**src/rtl/bldc_comm_pkg.sv**
```systemverilog
package bldc_comm_pkg;
    localparam int PHASES = 3;
    localparam int GATES  = 2 * PHASES;
    localparam int CODE_W = 3;
    localparam int GROUPS = 2;   // 0: positive side, 1: inverse side

    typedef logic [CODE_W-1:0] code_t;
    typedef logic [GATES-1:0]  gates_t;

    typedef struct packed {
        code_t  pend;     // code written by software
        code_t  applied;  // code in force
        gates_t gate;     // registered gate outputs
    } comm_state_t;
endpackage

```
**src/rtl/comm_pattern_decode.sv**
```systemverilog
module comm_pattern_decode
    import bldc_comm_pkg::*;
(
    input  code_t  code_i,
    output gates_t gates_o
);
    // [2:0] = U+,V+,W+ ; [5:3] = U-,V-,W-
    always_comb begin
        case (code_i)
            3'b001:  gates_o = 6'b010_001;
            3'b010:  gates_o = 6'b100_010;
            3'b011:  gates_o = 6'b100_001;
            3'b100:  gates_o = 6'b001_100;
            3'b101:  gates_o = 6'b010_100;
            3'b110:  gates_o = 6'b001_010;
            default: gates_o = '0;
        endcase
    end
endmodule

```
**src/rtl/dead_time_timer.sv**
```systemverilog
module dead_time_timer #(
    parameter int DT_W = 16
) (
    input  logic            clk,
    input  logic            rst,
    input  logic            load,
    input  logic [DT_W-1:0] load_val,
    output logic            idle_next
);
    logic [DT_W-1:0] cnt_d, cnt_q;

    always_comb begin
        if (load)
            cnt_d = load_val;
        else if (cnt_q != '0)
            cnt_d = cnt_q - 1'b1;
        else
            cnt_d = cnt_q;
        idle_next = (cnt_d == '0);
    end

    always_ff @(posedge clk) begin
        if (rst) cnt_q <= '0;
        else     cnt_q <= cnt_d;
    end
endmodule

```
**src/rtl/bldc_commutator.sv**
```systemverilog
module bldc_commutator
    import bldc_comm_pkg::*;
#(
    parameter int DT_W = 16
) (
    input  logic            clk,
    input  logic            rst,
    input  logic [2:0]      pat_code,
    input  logic            pat_wr,
    input  logic            trig_mode_en,
    input  logic            sw_trig,
    input  logic [DT_W-1:0] dt_pos,
    input  logic [DT_W-1:0] dt_neg,
    output logic [5:0]      gate_o,
    output logic [2:0]      pat_flags_o
);
    comm_state_t st_d, st_q;

    logic            take;
    code_t           next_code;
    gates_t          target;
    logic [GROUPS-1:0] fell;
    logic [GROUPS-1:0] idle;
    logic [DT_W-1:0] dt_sel [GROUPS];

    assign dt_sel[0] = dt_pos;
    assign dt_sel[1] = dt_neg;

    assign take      = sw_trig & trig_mode_en;
    assign next_code = take ? st_q.pend : st_q.applied;

    comm_pattern_decode u_dec (
        .code_i  (next_code),
        .gates_o (target)
    );

    for (genvar g = 0; g < GROUPS; g++) begin : g_side
        assign fell[g] = |(st_q.gate[g*PHASES +: PHASES] & ~target[g*PHASES +: PHASES]);

        dead_time_timer #(.DT_W(DT_W)) u_tmr (
            .clk       (clk),
            .rst       (rst),
            .load      (fell[g]),
            .load_val  (dt_sel[g]),
            .idle_next (idle[g])
        );
    end

    always_comb begin
        st_d         = st_q;
        st_d.applied = next_code;
        if (pat_wr)
            st_d.pend = pat_code;
        // held outputs stay on; new ones wait for every timer
        st_d.gate = target & (st_q.gate | {GATES{&idle}});
    end

    always_ff @(posedge clk) begin
        if (rst) st_q <= '0;
        else     st_q <= st_d;
    end

    assign gate_o      = st_q.gate;
    assign pat_flags_o = st_q.applied;
endmodule

```
**config.mk**
```make
export PLATFORM = sky130hd
export DESIGN_NAME = bldc_commutator
export DESIGN_NICKNAME = d
export VERILOG_FILES = /design/src/rtl/bldc_comm_pkg.sv /design/src/rtl/comm_pattern_decode.sv /design/src/rtl/dead_time_timer.sv /design/src/rtl/bldc_commutator.sv
export SDC_FILE = /design/constraint.sdc
export NUM_CORES = 1
export LEC_CHECK = 0
export ABC_AREA = 1
export BUFFER_PORTS_ARGS = -buffer_cell sky130_fd_sc_hd__buf_2
export CORE_MARGIN = 5
export CORE_UTILIZATION = 49
export CTS_CLUSTER_SIZE = 28
export DETAILED_ROUTE_END_ITERATION = 16
export PLACE_DENSITY_LB_ADDON = 0.2
export SLEW_MARGIN = 15
export SYNTH_ARGS = -nofsm -noshare
export SYNTH_HDL_FRONTEND = slang
export SYNTH_HIERARCHICAL = 1
export SYNTH_SLANG_ARGS = --single-unit
```
**constraint.sdc**
```tcl
create_clock -name clk -period 2.69 [get_ports clk]
set_input_delay 0.269 -clock clk [delete_from_list [all_inputs] [get_ports clk]]
set_output_delay 0.269 -clock clk [all_outputs]
set_load 0.05 [all_outputs]
```
==> results of run 1 <==
kinds of logic after synthesis:
| group | after synthesis |
|---|---|
| compound gates | 35 |
| xor+xnor | 10 |
| buf+inv | 77 |
| simple gates | 341 |
| flops | 44 |
| fa+ha+maj | 4 |
worst paths after layout:
check                                              to  slack, ns  cells after the start
worst max-delay path             gate_o[0]$_SDFF_PP0_       0.27                     18
worst min-delay path            st_q[11]$_SDFFE_PP0P_       0.18                      3
worst max register to register   gate_o[0]$_SDFF_PP0_       0.27                     18
worst min register to register   gate_o[1]$_SDFF_PP0_       0.47                      2
per-stage QoR:
stage / setup TNS [ns] / instances / hold WS (ns) / worst slack [ns]
finish: 0 / 628 / 0.184 / 0.270
CTS: 0 / 628 / 0.181 / 0.166
floorplan: 0 / 511 / 0.341 / 0.600
global route: -0.00931 / 628 / 0.194 / -0.00931
global placement: 0 / 620 / 0.448 / 0.107
detailed placement: 0 / 620 / 0.460 / 0.0865
what timing repair did:
item	CTS	global route
hold endpoints to repair	0	0
gates resized for setup	0	4
setup endpoints to repair	0	6
state kept, by name, summed over array words and instances (netlist names):
signal,flops
g_side.u_tmr/cnt_q,32
gate_o,6
pat_flags_o,3
st_q,3
layout make-up:
| type | instances | area (um2) | area share |
|---|---|---|---|
| Timing Repair Buffer | 53 | 303 | 0.0876 |
| Tap cell | 77 | 96.3 | 0.0279 |
| Clock inverter | 3 | 46.3 | 0.0134 |
| Clock buffer | 5 | 68.8 | 0.0199 |
| Inverter | 56 | 210 | 0.0608 |
| Multi-Input combinational cell | 390 | 1850 | 0.535 |
| Sequential cell | 44 | 881 | 0.255 |
power groups by stage:
stage,combinational [mW],sequential (mW),clock (mW)
floorplan,2.30,1.00,0
global placement,2.73,1.05,0
detailed placement,2.75,1.05,0
CTS,2.77,1.04,0.545
global route,3.21,1.07,0.579
finish,2.80,1.04,0.531
cell usage after synthesis (4+ instances only):
cell type / instances
a21oi_1: 20
buf_4: 9
clkbuf_1: 4
dfxtp_1: 44
ha_1: 4
inv_1: 51
inv_2: 5
nand2_1: 167
nand2_2: 13
nand3_1: 34
nand3_2: 4
nand3b_1: 8
nand4_1: 4
nor2_1: 79
nor2_2: 16
nor2_4: 4
o21ai_0: 7
o21ai_1: 4
or2_2: 12
xnor2_1: 4
xor2_1: 6
worst min-delay path, cell delays in order:
cell and delay, ns:
buf_2 0.08, nor2_1 0.03, nor2_1 0.08
layer usage:
metal	share of wire	routed length, um
met1	0.48	3610
met2	0.44	3300
met3	0.067	503
met4	0.011	85
met5	0	0
==> impl_metrics.py, run 1 <==
metrics = {
    "global_routing": {
        "antenna_found_initial": 0,
        "gr-usage-met3": 0.0442,
        "first_global_vias": 2812,
        "grt-ovfl-total": 0,
        "met2_usage": 0.320,
        "grt_max_degree": 23,
        "use_met1": 0.278,
        "grt_pass1_wl_mm": 12.7,
        "busiest_layer": "met2",
        "grtUsageTotal": 0.202,
    },
    "cts": {
        "clk_pin_slew_worst_paths_ns": 0.09,
        "h-tree-depth": 2,
        "post-cts-setup-buffers": 0,
        "cts_root_buf": "clkbuf_8",
        "cts_inserted_buffers": 5,
        "cts_buffer_depth": 2,
        "hold_buffers": 0,
        "clock-sinks": 44,
        "clock_latency_ns": 0.30,
        "cts_tree": "built",
    },
    "timing": {
        "setup_violations": 0,
        "fmax_mhz": 413,
        "hold_violations": 0,
        "worst_pin_slew_ns": 0.459,
        "min_period_over_period": 0.899,
        "relSlewSlack": 0.694,
        "final_max_slew_viol_count": 0,
        "skew_ns": 0.0100,
        "min_period_ns": 2.42,
    },
    "synth": {
        "synth_top_cell_area_share": 0.285,
        "synth_largest_area_cell": "dfxtp_1",
        "yosysSeqAreaShare": 0.285,
        "yosys.area_share.adder": 0.0162,
        "synth_top_family_by_area": "simple AND/OR/NAND/NOR gates",
        "synth_xor_area_frac": 0.0284,
        "synthSimpleGateAreaFrac": 0.493,
        "synth-warning-count": 6,
        "async_flop_share": 0,
        "syn_avg_cell_area_um2": 6.04,
        "synth-edff-count": 0,
        "yosys-top-cells-area": "dfxtp_1 (29%), nand2_1 (20%), nor2_1 (9.6%)",
        "synth_cells": 511,
        "syn_nets": 555,
        "muxShareOfSynthArea": 0,
        "ys.flop_type": "dfxtp_1",
        "synth-seq-cells": 44,
        "syn_area_um2": 3090,
        "synth-compound-area-share": 0.0608,
        "synth_cell_type_count": 27,
    },
    "detailed_routing": {
        "dr.first_iter.drc_count": 160,
        "route.detailed.drc": 0,
        "via_per_inst": 4.95,
        "wl_per_cell_um": 11.9,
        "detail-route-antenna-nets": 0,
        "wl_mm": 7.49,
        "vias": 3109,
        "dr.pass1.iters": 5,
    },
    "floorplan": {
        "fp.dieH_um": 89.4,
        "die_x_um": 89.4,
        "placeableCoreArea_um2": 6240,
        "start_util": 0.495,
        "num_rows": 29,
        "io_pins": 49,
        "die_area_um2": 7990,
    },
    "setup_path": {
        "crit_path_end_kind": "register",
        "cpMostUsedCell": "nand2_1",
        "path_max_fanout": 22,
        "slowest_delay_ns": 0.34,
        "cp-startpoint": "st_q[9]$_SDFFE_PP0P_",
        "cp_num_buf_inv": 4,
        "cp_cell_sequence": "inv_1 > nand3_1 > nand2_1 > inv_2 > nand2_1 > nand2_1 > nor2_1 > o211ai_1 > inv_1 > buf_12 > or2_2 > nand2_1 > nand3_2 > nor2_2 > nand2_1 > nor2_2 > nand2_2 > a21oi_1",
        "crit_type": "register to register",
        "crit-reg2reg-launch": "st_q[9]$_SDFFE_PP0P_",
        "startpoint_type": "register",
        "cp.arrival_ns": 2.66,
        "path_delay_family": "simple AND/OR/NAND/NOR gates",
        "critPathSlowestCell": "dfxtp_1",
        "worstPathRequired_ns": 2.93,
    },
    "cells_and_area": {
        "post_route_cells_drive_above_1_share": 0.220,
        "final_cell_mix": "nand2_1 (166), nor2_1 (78), inv_1 (49), buf_2 (48), dfxtp_1 (44)",
        "final_util": 0.554,
        "final_common_cell": "nand2_1",
        "area.growth.synth_to_final_pct": 12.0,
        "nets": 594,
        "diodes": 0,
        "fill_cells": 639,
        "final_area_um2": 3460,
    },
    "power": {
        "seq_power_share": 0.239,
        "switching_share": 0.515,
        "power.total_mw": 4.37,
        "p_comb_frac": 0.640,
        "leakagePower_nw": 1.80,
        "intPower_mw": 2.12,
        "power.density_nw_per_um2": 1260,
        "p_clk_frac": 0.121,
        "peakVddDrop_v": 0.000663,
        "power_switching_mw": 2.25,
    },
    "place": {
        "routabilityCongestion": 0.906,
        "dp_hpwl_mm": 5.80,
        "numPortBuffers": 48,
        "placed_cell_area_um2": 3340,
    },
    "job": {
        "cap_violations": 0,
    },
    "worst_hold_path": {
        "hold_start": "pat_code[2]",
        "hold_path.class": "input port to register",
    },
    "outcome": {
        "status": "finished clean",
    },
}
(Power assumes the default switching activity.)
==> run 2, diff against run 1 <==
PLACE_DENSITY = 0.68   (was unset)
PLACE_DENSITY_LB_ADDON = unset   (was 0.2)
==> impl_metrics.py, run 2 (synthesized netlist as in run 1, its figures left out) <==
metrics = {
    "setup_path": {
        "crit_type": "register to register",
        "cp.arrival_ns": 2.62,
        "path_max_fanout": 22,
        "rr_worst_depth": 18,
        "startpoint_type": "register",
        "r2r_slack_ns": 0.31,
        "crit_path_end_kind": "register",
        "rr_endpoint": "gate_o[2]$_SDFF_PP0_",
        "worstPathRequired_ns": 2.93,
        "crit-reg2reg-launch": "st_q[11]$_SDFFE_PP0P_",
    },
    "floorplan": {
        "io_pins": 49,
        "fp.dieH_um": 89.4,
        "die_area_um2": 7990,
        "start_util": 0.495,
        "die_x_um": 89.4,
        "num_rows": 29,
        "placeableCoreArea_um2": 6240,
    },
    "place": {
        "dp_hpwl_mm": 5.91,
        "routabilityCongestion": 0.911,
        "placed_cell_area_um2": 3330,
        "numPortBuffers": 48,
        "post-place-cells": 621,
    },
    "cts": {
        "h-tree-depth": 2,
        "hold_buffers": 0,
        "cts_inserted_buffers": 5,
        "clock-sinks": 44,
        "cts_root_buf": "clkbuf_8",
        "clock_latency_ns": 0.30,
        "cts_buffer_depth": 2,
        "clk_pin_slew_worst_paths_ns": 0.09,
        "cts_tree": "built",
    },
    "global_routing": {
        "grtUsageTotal": 0.203,
        "grt_max_degree": 25,
        "grt_pass1_wl_mm": 12.7,
        "antenna_found_initial": 0,
        "grt-ovfl-total": 0,
        "first_global_vias": 2879,
    },
    "detailed_routing": {
        "wl_mm": 7.45,
        "m1WireLength_mm": 3.73,
        "route.met2.wl_mm": 3.18,
        "via_per_inst": 4.89,
        "dr.first_iter.drc_count": 177,
        "detail-route-antenna-nets": 0,
        "dr.pass1.iters": 4,
        "wl_met3_um": 483,
        "vias": 3079,
        "maxUsedRoutingLayer": "met4",
        "wl_per_cell_um": 11.8,
        "route.detailed.drc": 0,
    },
    "timing": {
        "fmax_mhz": 420,
        "worst_pin_slew_ns": 0.504,
        "setup_violations": 0,
        "hold_violations": 0,
        "min_period_ns": 2.38,
        "relSlewSlack": 0.664,
        "final_max_slew_viol_count": 0,
        "min_period_over_period": 0.885,
        "rsz0062_at_grt": "no",
        "fin_setup_tns_ns": 0,
        "skew_ns": 0.00764,
    },
    "power": {
        "peakVddDrop_v": 0.000515,
        "leakagePower_nw": 1.80,
        "power.density_nw_per_um2": 1250,
    },
    "cells_and_area": {
        "nets": 596,
        "final_area_um2": 3450,
        "final_util": 0.553,
        "area.growth.synth_to_final_pct": 11.8,
        "multi_input_area_um2": 1850,
        "final_cell_mix": "nand2_1 (166), nor2_1 (79), inv_1 (48), buf_2 (48), dfxtp_1 (44)",
        "diodes": 0,
        "fin_cells": 630,
        "post_route_cells_drive_above_1_share": 0.222,
        "fill_cells": 653,
        "largest_reg_flops": 32,
        "top_register": "g_side.u_tmr/cnt_q",
        "final_common_cell": "nand2_1",
        "seq_area_um2": 881,
    },
    "worst_hold_path": {
        "hold_start": "pat_code[0]",
        "hold_path.class": "input port to register",
        "worstHoldEndpoint": "st_q[9]$_SDFFE_PP0P_",
        "hold_depth": 3,
    },
    "outcome": {
        "status": "finished clean",
    },
    "job": {
        "cap_violations": 0,
    },
}
-- run 2: power breakdown --
group          switching, mW  leakage [nW]  internal (mW)
sequential             0.200         0.361          0.844
clock                  0.240        0.0541          0.275
combinational           1.75          1.38          0.996
-- run 2: worst max-delay path by stage --
stage,from,slack [ns],to
after floorplan,pat_flags_o[0]$_SDFF_PP0_,0.60,gate_o[2]$_SDFF_PP0_
after global placement,sw_trig,0.17,gate_o[2]$_SDFF_PP0_
after detailed placement,sw_trig,0.09,gate_o[2]$_SDFF_PP0_
after CTS,pat_flags_o[1]$_SDFF_PP0_,0.15,gate_o[2]$_SDFF_PP0_
after global routing,pat_flags_o[0]$_SDFF_PP0_,0.03,gate_o[2]$_SDFF_PP0_
final,st_q[11]$_SDFFE_PP0P_,0.31,gate_o[2]$_SDFF_PP0_
-- run 2: per-layer routing --
metal / global-route usage / vias to the layer above
li1: - / 1650
met1: 0.291 / 1357
met2: 0.313 / 68
met3: 0.0378 / 4
met4: 0.0487 / 0
met5: 0 / -
-- run 2: area by class of cell --
cell class | instances | share of cell area
clock buffer | 5 | 0.0199
clock inverter | 3 | 0.0123
inverter | 56 | 0.0609
multi-input combinational | 390 | 0.535
sequential | 44 | 0.255
tap | 77 | 0.0279
timing repair buffer | 55 | 0.0884
-- run 2: repair_timing --
action,CTS,global route
gates resized for setup,0,4
endpoints found under the setup margin,0,6
setup buffers,0,1
-- run 2: worst max-delay path: stages, from the launching register on --
cell and delay, ns:
dfxtp_1 0.34, inv_1 0.04, nand3_1 0.06, nand2_1 0.07
inv_1 0.08, inv_1 0.06, nand3_1 0.09, nand2_1 0.08
o211ai_1 0.22, inv_1 0.10, buf_12 0.16, or2_2 0.27
nand2_1 0.11, nand3_2 0.08, nor2_2 0.10, nand2_1 0.06
nor2_1 0.14, nand2_2 0.11, a21oi_1 0.14
-- run 2: metrics by stage --
stage	setup WS, ns	hold WS [ns]	power (mW)
after global routing	0.0302	0.179	4.85
final	0.311	0.193	4.30
after detailed placement	0.0947	0.452	3.79
after global placement	0.174	0.451	3.76
after CTS	0.146	0.185	4.33
after floorplan	0.600	0.341	3.30
